**config.mk**
```make
export PLATFORM = sky130hd
export DESIGN_NAME = tone_wavegen
export DESIGN_NICKNAME = d
export VERILOG_FILES = /design/src/rtl/tone_pkg.sv /design/src/rtl/tone_sw_sync.sv /design/src/rtl/tone_tick_timer.sv /design/src/rtl/tone_wave_out.sv /design/src/rtl/tone_wavegen.sv
export SDC_FILE = /design/constraint.sdc
export NUM_CORES = 1
export LEC_CHECK = 0
export ABC_AREA = 1
export BUFFER_PORTS_ARGS = -buffer_cell sky130_fd_sc_hd__buf_2
export CAP_MARGIN = 20
export CORE_MARGIN = 5
export CORE_UTILIZATION = 55
export CTS_CLUSTER_DIAMETER = 50
export DETAILED_ROUTE_END_ITERATION = 8
export GPL_ROUTABILITY_DRIVEN = 0
export GPL_TIMING_DRIVEN = 0
export PLACE_DENSITY = 0.71
export SYNTH_ARGS = -nofsm -noshare
export SYNTH_HDL_FRONTEND = slang
export SYNTH_SLANG_ARGS = --single-unit
export TNS_END_PERCENT = 30
```
**constraint.sdc**
```tcl
create_clock -name clk -period 1.9 [get_ports clk]
set_input_delay 0.475 -clock clk [delete_from_list [all_inputs] [get_ports clk]]
set_output_delay 0.475 -clock clk [all_outputs]
set_load 0.05 [all_outputs]
```
**src/rtl/tone_pkg.sv**
```systemverilog
package tone_pkg;

  localparam int NOTE_N    = 3;
  localparam int TABLE_LEN = 32;
  localparam int CODE_W    = 4;
  localparam int IDX_W     = $clog2(TABLE_LEN);
  localparam logic [CODE_W-1:0] MID_CODE = CODE_W'(1 << (CODE_W - 1));

  typedef enum logic [1:0] {
    MODE_STOP = 2'd0,
    MODE_N1   = 2'd1,
    MODE_N2   = 2'd2,
    MODE_N3   = 2'd3
  } mode_e;

  // One sine period, 32 steps, 4-bit amplitude.
  function automatic logic [CODE_W-1:0] sine_step(input logic [IDX_W-1:0] i);
    logic [CODE_W-1:0] v;
    case (i)
      5'd0:  v = 4'd8;  5'd1:  v = 4'd9;  5'd2:  v = 4'd11; 5'd3:  v = 4'd12;
      5'd4:  v = 4'd13; 5'd5:  v = 4'd14; 5'd6:  v = 4'd14; 5'd7:  v = 4'd15;
      5'd8:  v = 4'd15; 5'd9:  v = 4'd15; 5'd10: v = 4'd14; 5'd11: v = 4'd14;
      5'd12: v = 4'd13; 5'd13: v = 4'd12; 5'd14: v = 4'd11; 5'd15: v = 4'd9;
      5'd16: v = 4'd8;  5'd17: v = 4'd7;  5'd18: v = 4'd5;  5'd19: v = 4'd4;
      5'd20: v = 4'd3;  5'd21: v = 4'd2;  5'd22: v = 4'd2;  5'd23: v = 4'd1;
      5'd24: v = 4'd1;  5'd25: v = 4'd1;  5'd26: v = 4'd2;  5'd27: v = 4'd2;
      5'd28: v = 4'd3;  5'd29: v = 4'd4;  5'd30: v = 4'd5;  default: v = 4'd7;
    endcase
    return v;
  endfunction

endpackage

```
**src/rtl/tone_sw_sync.sv**
```systemverilog
module tone_sw_sync
  import tone_pkg::*;
(
  input  logic              clk,
  input  logic              rst_n,
  input  logic [NOTE_N-1:0] sw_in,
  output mode_e             mode
);

  logic [NOTE_N-1:0] sw_meta;
  logic [NOTE_N-1:0] sw_s;
  logic [NOTE_N-1:0] grant;

  always_ff @(posedge clk or negedge rst_n) begin
    if (!rst_n) begin
      sw_meta <= '0;
      sw_s    <= '0;
    end else begin
      sw_meta <= sw_in;
      sw_s    <= sw_meta;
    end
  end

  // Lowest-numbered pressed line wins.
  for (genvar g = 0; g < NOTE_N; g++) begin : g_grant
    if (g == 0) begin : g_first
      assign grant[g] = sw_s[g];
    end else begin : g_rest
      assign grant[g] = sw_s[g] & ~(|sw_s[g-1:0]);
    end
  end

  always_comb begin
    mode = MODE_STOP;
    for (int i = 0; i < NOTE_N; i++) begin
      if (grant[i]) mode = mode_e'(2'(i + 1));
    end
  end

  // a selected note implies some line was high two edges earlier
  p_sync_delay_r1: assert property (@(posedge clk) disable iff (!rst_n)
    (mode != MODE_STOP) |-> $past(|sw_in, 2));

  // note 2 only when line 1 was high and line 0 low two edges earlier
  p_prio_n2_r2: assert property (@(posedge clk) disable iff (!rst_n)
    (mode == MODE_N2) |-> $past(sw_in[1] && !sw_in[0], 2));

endmodule

```
**src/rtl/tone_tick_timer.sv**
```systemverilog
module tone_tick_timer #(
  parameter int CNT_W = 12
) (
  input  logic             clk,
  input  logic             rst_n,
  input  logic             run,
  input  logic [CNT_W-1:0] period_m1,
  output logic             tick
);

  logic [CNT_W-1:0] count;
  logic             armed;

  always_ff @(posedge clk or negedge rst_n) begin
    if (!rst_n) begin
      count <= '0;
      armed <= 1'b0;
    end else if (!run) begin
      armed <= 1'b0;
    end else if (!armed) begin
      armed <= 1'b1;
      count <= period_m1;
    end else if (count == '0) begin
      count <= period_m1;
    end else begin
      count <= count - 1'b1;
    end
  end

  assign tick = run && armed && (count == '0);

  // an armed, running, non-expired count steps down by one
  p_count_step_r3: assert property (@(posedge clk) disable iff (!rst_n)
    (run && armed && count != '0) ##1 run |-> count == $past(count) - 1'b1);

  // expiry reloads with the period presented at that edge
  p_reload_r7: assert property (@(posedge clk) disable iff (!rst_n)
    tick |=> count == $past(period_m1));

  // the countdown is frozen while stopped
  p_hold_r5: assert property (@(posedge clk) disable iff (!rst_n)
    !run |=> $stable(count));

  // arming loads the period at that edge
  p_arm_r6: assert property (@(posedge clk) disable iff (!rst_n)
    (run && !armed) |=> (armed && count == $past(period_m1)));

endmodule

```
**src/rtl/tone_wave_out.sv**
```systemverilog
module tone_wave_out
  import tone_pkg::*;
(
  input  logic              clk,
  input  logic              rst_n,
  input  logic              stop,
  input  logic              tick,
  output logic [CODE_W-1:0] dac_code
);

  localparam logic [IDX_W-1:0] LAST_IDX = IDX_W'(TABLE_LEN - 1);

  logic [IDX_W-1:0] idx;

  always_ff @(posedge clk or negedge rst_n) begin
    if (!rst_n) begin
      idx      <= '0;
      dac_code <= MID_CODE;
    end else if (stop) begin
      dac_code <= MID_CODE;
    end else if (tick) begin
      dac_code <= sine_step(idx);
      idx      <= (idx == LAST_IDX) ? '0 : idx + 1'b1;
    end
  end

  // index wraps after the last entry
  p_wrap_r4: assert property (@(posedge clk) disable iff (!rst_n)
    (tick && !stop && idx == LAST_IDX) |=> idx == '0);

  // stop forces mid-scale on the next edge
  p_stop_mid_r5: assert property (@(posedge clk) disable iff (!rst_n)
    stop |=> dac_code == MID_CODE);

  // without a step the index is frozen
  p_idx_hold_r5: assert property (@(posedge clk) disable iff (!rst_n)
    (!tick || stop) |=> $stable(idx));

endmodule

```
**src/rtl/tone_wavegen.sv**
```systemverilog
module tone_wavegen
  import tone_pkg::*;
#(
  parameter int CLK_HZ   = 50_000_000,
  parameter int NOTE1_HZ = 523,
  parameter int NOTE2_HZ = 440,
  parameter int NOTE3_HZ = 392
) (
  input  logic                     clk,
  input  logic                     rst_n,
  input  logic [tone_pkg::NOTE_N-1:0] sw,
  output logic [tone_pkg::CODE_W-1:0] dac_code
);

  localparam int P1   = CLK_HZ / (TABLE_LEN * NOTE1_HZ);
  localparam int P2   = CLK_HZ / (TABLE_LEN * NOTE2_HZ);
  localparam int P3   = CLK_HZ / (TABLE_LEN * NOTE3_HZ);
  localparam int PMAX = (P1 > P2) ? ((P1 > P3) ? P1 : P3) : ((P2 > P3) ? P2 : P3);
  localparam int CNT_W = $clog2(PMAX + 1);

  mode_e            mode;
  logic [CNT_W-1:0] period_m1;
  logic             run;
  logic             tick;

  tone_sw_sync u_sync (
    .clk   (clk),
    .rst_n (rst_n),
    .sw_in (sw),
    .mode  (mode)
  );

  always_comb begin
    case (mode)
      MODE_N1: period_m1 = CNT_W'(P1 - 1);
      MODE_N2: period_m1 = CNT_W'(P2 - 1);
      MODE_N3: period_m1 = CNT_W'(P3 - 1);
      default: period_m1 = '0;
    endcase
  end

  assign run = (mode != MODE_STOP);

  tone_tick_timer #(.CNT_W(CNT_W)) u_timer (
    .clk       (clk),
    .rst_n     (rst_n),
    .run       (run),
    .period_m1 (period_m1),
    .tick      (tick)
  );

  tone_wave_out u_wave (
    .clk      (clk),
    .rst_n    (rst_n),
    .stop     (!run),
    .tick     (tick),
    .dac_code (dac_code)
  );

  initial begin
    // every note needs at least one clock per step
    a_period_r3: assert (P1 >= 1 && P2 >= 1 && P3 >= 1);
  end

endmodule

```
---- Word level (Yosys, flattened, before mapping) ----
Memory sizes are Yosys's and may differ from the RTL's.
Index checks and enable logic that the tools add are counted.
W data, S select, Z words.
word-level totals
  memories ................................ 1
  logic and storage cells ................. 34
  ROM bits ................................ 128
  output and inout bits ................... 4
  input bits .............................. 5
  register bits ........................... 28
memory list
  memory            words  bits a word  rd ports  clocked after Yosys merged registers in  wr ports  line            source
  (name not given)  32     4            1         0                                        0         tone_pkg.sv:19  case (i)
cells by class
  bitwise gates (word level) .............. 4
  equal/unequal tests ..................... 5
  muxes and demuxes ....................... 10
  reductions and logical operators ........ 6
  add/sub/neg operators ................... 2
operators with widths
  kind                     number
  $pmux W12 S3             1
  $mux W12                 2
  $logic_not A12 Y1        1
  $sub A12 B1 Y12 const B  1
  $mux W4                  2
  $add A5 B1 Y5 const B    1
  $eq A5 B5 Y1 const B     1
  $mux W5                  1
  $eq A2 B2 Y1 const B     2
  $mux W2                  2
  $and A1 B1 Y1            2
  $eq A2 B1 Y1 const B     1
  $logic_and A1 B1 Y1      2
  $mux W1                  2
  $ne A2 B2 Y1 const B     1
  $not A1 Y1               2
  $reduce_and A2 Y1        1
  $reduce_bool A2 Y1       1
  $reduce_or A2 Y1         1

---- Logic depth before layout (Yosys ltp) ----
  word-level depth ........................ 9
  depth in mapped cells ................... 11
  gate-level depth less buffers ........... 11

---- Cells and area by module ----
Synthesis repeated with hierarchy kept, for this count alone.
unflattened totals
  cell total of the unflattened synthesis .. 255
  area total of the unflattened synthesis .. 1820.5 µm²
modules (own cells, without submodules)
  module           times used  area an instance (µm²)  sequential area each (µm²)  cells an instance
  tone_tick_timer  1           959.7                   325.3                       151
  tone_wave_out    1           593.1                   226.5                       79
  tone_sw_sync     1           172.7                   150.1                       12
  tone_wavegen     1           95.1                    0.0                         13

---- Worst setup path before layout ----
Ideal clock, no wire load.
  path type ............................... reg2reg
  start point ............................. register u_timer.count[0]
  end point ............................... register u_timer.count[2]
  data arrival time ....................... 1328 ps
  cell stages (with the launch flop) ...... 10
  required time ........................... 1776 ps
  path slack .............................. 448 ps
  cells stage by stage .................... dfrtp_1 > inv_1 > ha_1 > inv_1 > nor3_2 > nand2_1 > nand2_2 > nand2_2 > nand2_1 > nand3_1
between the ends
  cells in the longest elaborated chain, start to end .. 3
  elaborated cells on any way between the ends .. 4
RTL lines
  item                                                  line                                          source
  from (decl)                                           tone_tick_timer.sv:11                         logic [CNT_W-1:0] count;
  from (signal assigned)                                tone_tick_timer.sv:22                         count <= period_m1;
  from (signal assigned)                                tone_tick_timer.sv:24                         count <= period_m1;
  from (signal assigned)                                tone_tick_timer.sv:26                         count <= count - 1'b1;
  $sub A12 B1 Y12 or $logic_not A12 Y1 (tied branches)  tone_tick_timer.sv:26, tone_tick_timer.sv:23
  $mux W12 (*)                                          tone_tick_timer.sv:23                         end else if (count == '0) begin
  $mux W12 (*)                                          tone_tick_timer.sv:20                         end else if (!armed) begin
Every way passes the cells marked *; elsewhere a longest branch is shown, timed or not.
A chain may end at the register's enable or synchronous reset.

---- Final worst setup path ----
Ends and elaborated chain as after synthesis.

==> qor.yml <==
top_usage_layer: "met2"
grt_antenna_before_repair: 0
wl_um: 3180
layout.nets: 229
hpwl_um: 2450
status: "complete, no violations"
port_buffers: 8
rsz0062_at_grt: "false"
cp_top_family: "simple AND/OR/NAND/NOR gates"
cts.sinks: 28
die-area_mm2: 0.00409
antennaDiodeCount: 0
firstDrtPassIters: 4
path_buf_inv: 3
crit_chain: "inv_1, ha_1, inv_1, nor3_2, nand2_1, nand3_1, inv_1, nand2_1, nand3_1"
synth_area_leaders: "dfrtp_1 (42%), nand2_1 (12%), ha_1 (7.0%)"
tightest_slew_ns: 0.610
ioPinCount: 9
use_met2_pct: 27.5
final_cell_area_mm2: 0.00174
syn_to_final_growth_pct: 8.36
synth_top_area_cell: "dfrtp_1"
cts_tree: "yes"
final.setup.tns_ns: 0
period_share_pct: 89.3
holdWs_ns: 0.125
initial_utilization_pct: 57.6
post-route-min-period_ns: 1.70
crit_fanout: 5
rows: 19
grt_pass1_vias: 1217
htreeDepth: 1
vias: 1304
synth-seq-area-share_pct: 43.8
syn_inst: 202
slew_headroom_pct: 59.3
synth_edf_count: 0
via_per_inst: 5.32
crit_path_end_kind: "flip-flop"
grt_util_met3_pct: 2.80
root_buffer: "clkbuf_4"
synth.distinct_cells: 28
power_density_mw_per_mm2: 885
path_clk_slew_ns: 0.16
synth_nets: 216
maxSlewViolCount: 0
yosys_warnings: 0
finalHoldViolCount: 0
yosysMostFrequentCell: "nand2_1"
wl_per_cell_um: 13.0
synth_area_mm2: 0.00160
p_leak_nw: 0.881
synth_top_area_share_pct: 42.2
clockBufferDepth: 2
async_reset_ff_share_pct: 100
cp-start-kind: "flip-flop"
cts_buffers: 3
hp-class: "input pin to async pin"
ant_nets: 0
synth-main-ff-cell: "dfrtp_1"
core_mm2: 0.00278
setup_viol: 0
grt_use_met1_pct: 23.1
required_ns: 2.13
arrival_ns: 1.93
drive_gt1_share_pct: 13.1
drc: 0
cts_setup_buffers: 0
grt_max_degree: 29
max_cap_viol_count: 0
die_y_um: 64.0
max_freq_mhz: 589
clock-skew-final_ns: 0.00732
crit_path_frequent_cell: "inv_1"
track_usage_pct: 16.8
dr.first_iter.drc_count: 64
path_class: "flip-flop to flip-flop"
yosys_register_bits: 28
clock_latency_ns: 0.33
synth_common_cells: "nand2_1 (52), dfrtp_1 (27), inv_1 (26)"
placed_area_mm2: 0.00168
grt_pass1_wl_um: 5540
synth.avg_cell_area_um2: 7.93
ir_worst_vdd_mv: 0.586
crit_slowest_cell: "dfrtp_1"
fp.dieW_um: 64.0
slowest_delay_ns: 0.44
grt_overflow: 0
## cell usage in the layout (no fill, tap or decap), drive strengths merged
| cell | n |
|---|---|
| nand2 | 55 |
| inv | 28 |
| dfrtp | 27 |
| nor2 | 21 |
| nand3 | 19 |
| o21ai | 14 |
| buf | 10 |
| ha | 9 |
| a21oi | 8 |
| xor2 | 6 |
| clkbuf | 3 |
| nand4 | 2 |
| nand3b | 2 |
| nor3 | 2 |
| clkinv | 1 |
| or2 | 1 |
| mux2i | 1 |
| o211ai | 1 |
| and3 | 1 |
| a31oi | 1 |
| bufinv | 1 |
| dfstp | 1 |
## worst paths after layout
path	from	endpoint	slack (ns)	cells after the start
worst min register to register	u_sync.sw_meta[0]	u_sync.sw_s[0]	0.37	0
worst max register to register	u_timer.count[0]	u_timer.count[2]	0.20	9
min in group clk	sw[1]	u_sync.sw_meta[1]	0.23	1
max in group asynchronous	rst_n	u_wave.idx[2]	1.37	1
worst min-delay path	rst_n	u_timer.count[9]	0.12	1
worst max-delay path	u_timer.count[0]	u_timer.count[2]	0.20	9
## flip-flops by register name, indices dropped and copies added, names as in the netlist
signal and flops:
u_sync.sw_meta 3, u_sync.sw_s 3, u_timer.armed 1, u_timer.count 12
u_wave.dac_code 4, u_wave.idx 5
## area by class of cell
cell class              instances  area (um^2)
flip-flops and latches         28          702
fillers                       254         1050
plain buffers                   2         18.8
inverters                      29          109
well taps                      31         38.8
clock buffers                   3         22.5
repair buffers                  8         40.0
clock inverters                 1         30.0
multi-input cells             143          774
## routing by layer
metal / wire length [um] / part of all wire (%) / up-vias
li1: - / - / 663
met1: 1520 / 48 / 621
met2: 1550 / 49 / 16
met3: 68 / 2.1 / 4
met4: 34 / 1.1 / 0
met5: 0 / 0 / -
## kinds of logic after synthesis
| family | Yosys count | share of synthesized area (%) |
|---|---|---|
| adders and majority gates | 9 | 7.03 |
| xor gates and xnor gates | 6 | 3.28 |
| muxes | 1 | 0.625 |
| AOI/OAI and AO/OA | 24 | 7.73 |
| buffers and inverters | 31 | 7.97 |
| DFF | 28 | 43.8 |
| and+or+nand+nor | 103 | 29.5 |
## where the power goes
group          switching [mW]  internal (mW)
registers              0.0806          0.685
clock network           0.183          0.213
logic                   0.240          0.133
## through the flow
stage	instances	total power, mW	utilization, %	setup slack (ns)
6_report	245	1.54	62.4	0.203
4_1_cts	245	1.54	62.3	0.203
3_3_place_gp	241	1.13	60.4	0.256
3_5_place_dp	241	1.15	60.4	0.226
5_1_grt	245	1.66	62.4	0.0408
2_1_floorplan	202	1.05	-	0.448
## repair_timing
action / in CTS / in global routing
endpoints found under the setup margin: 0 / 1
hold buffers: 0 / 0
gates resized for setup: 0 / 1
Power figures use the tool's default switching activity.
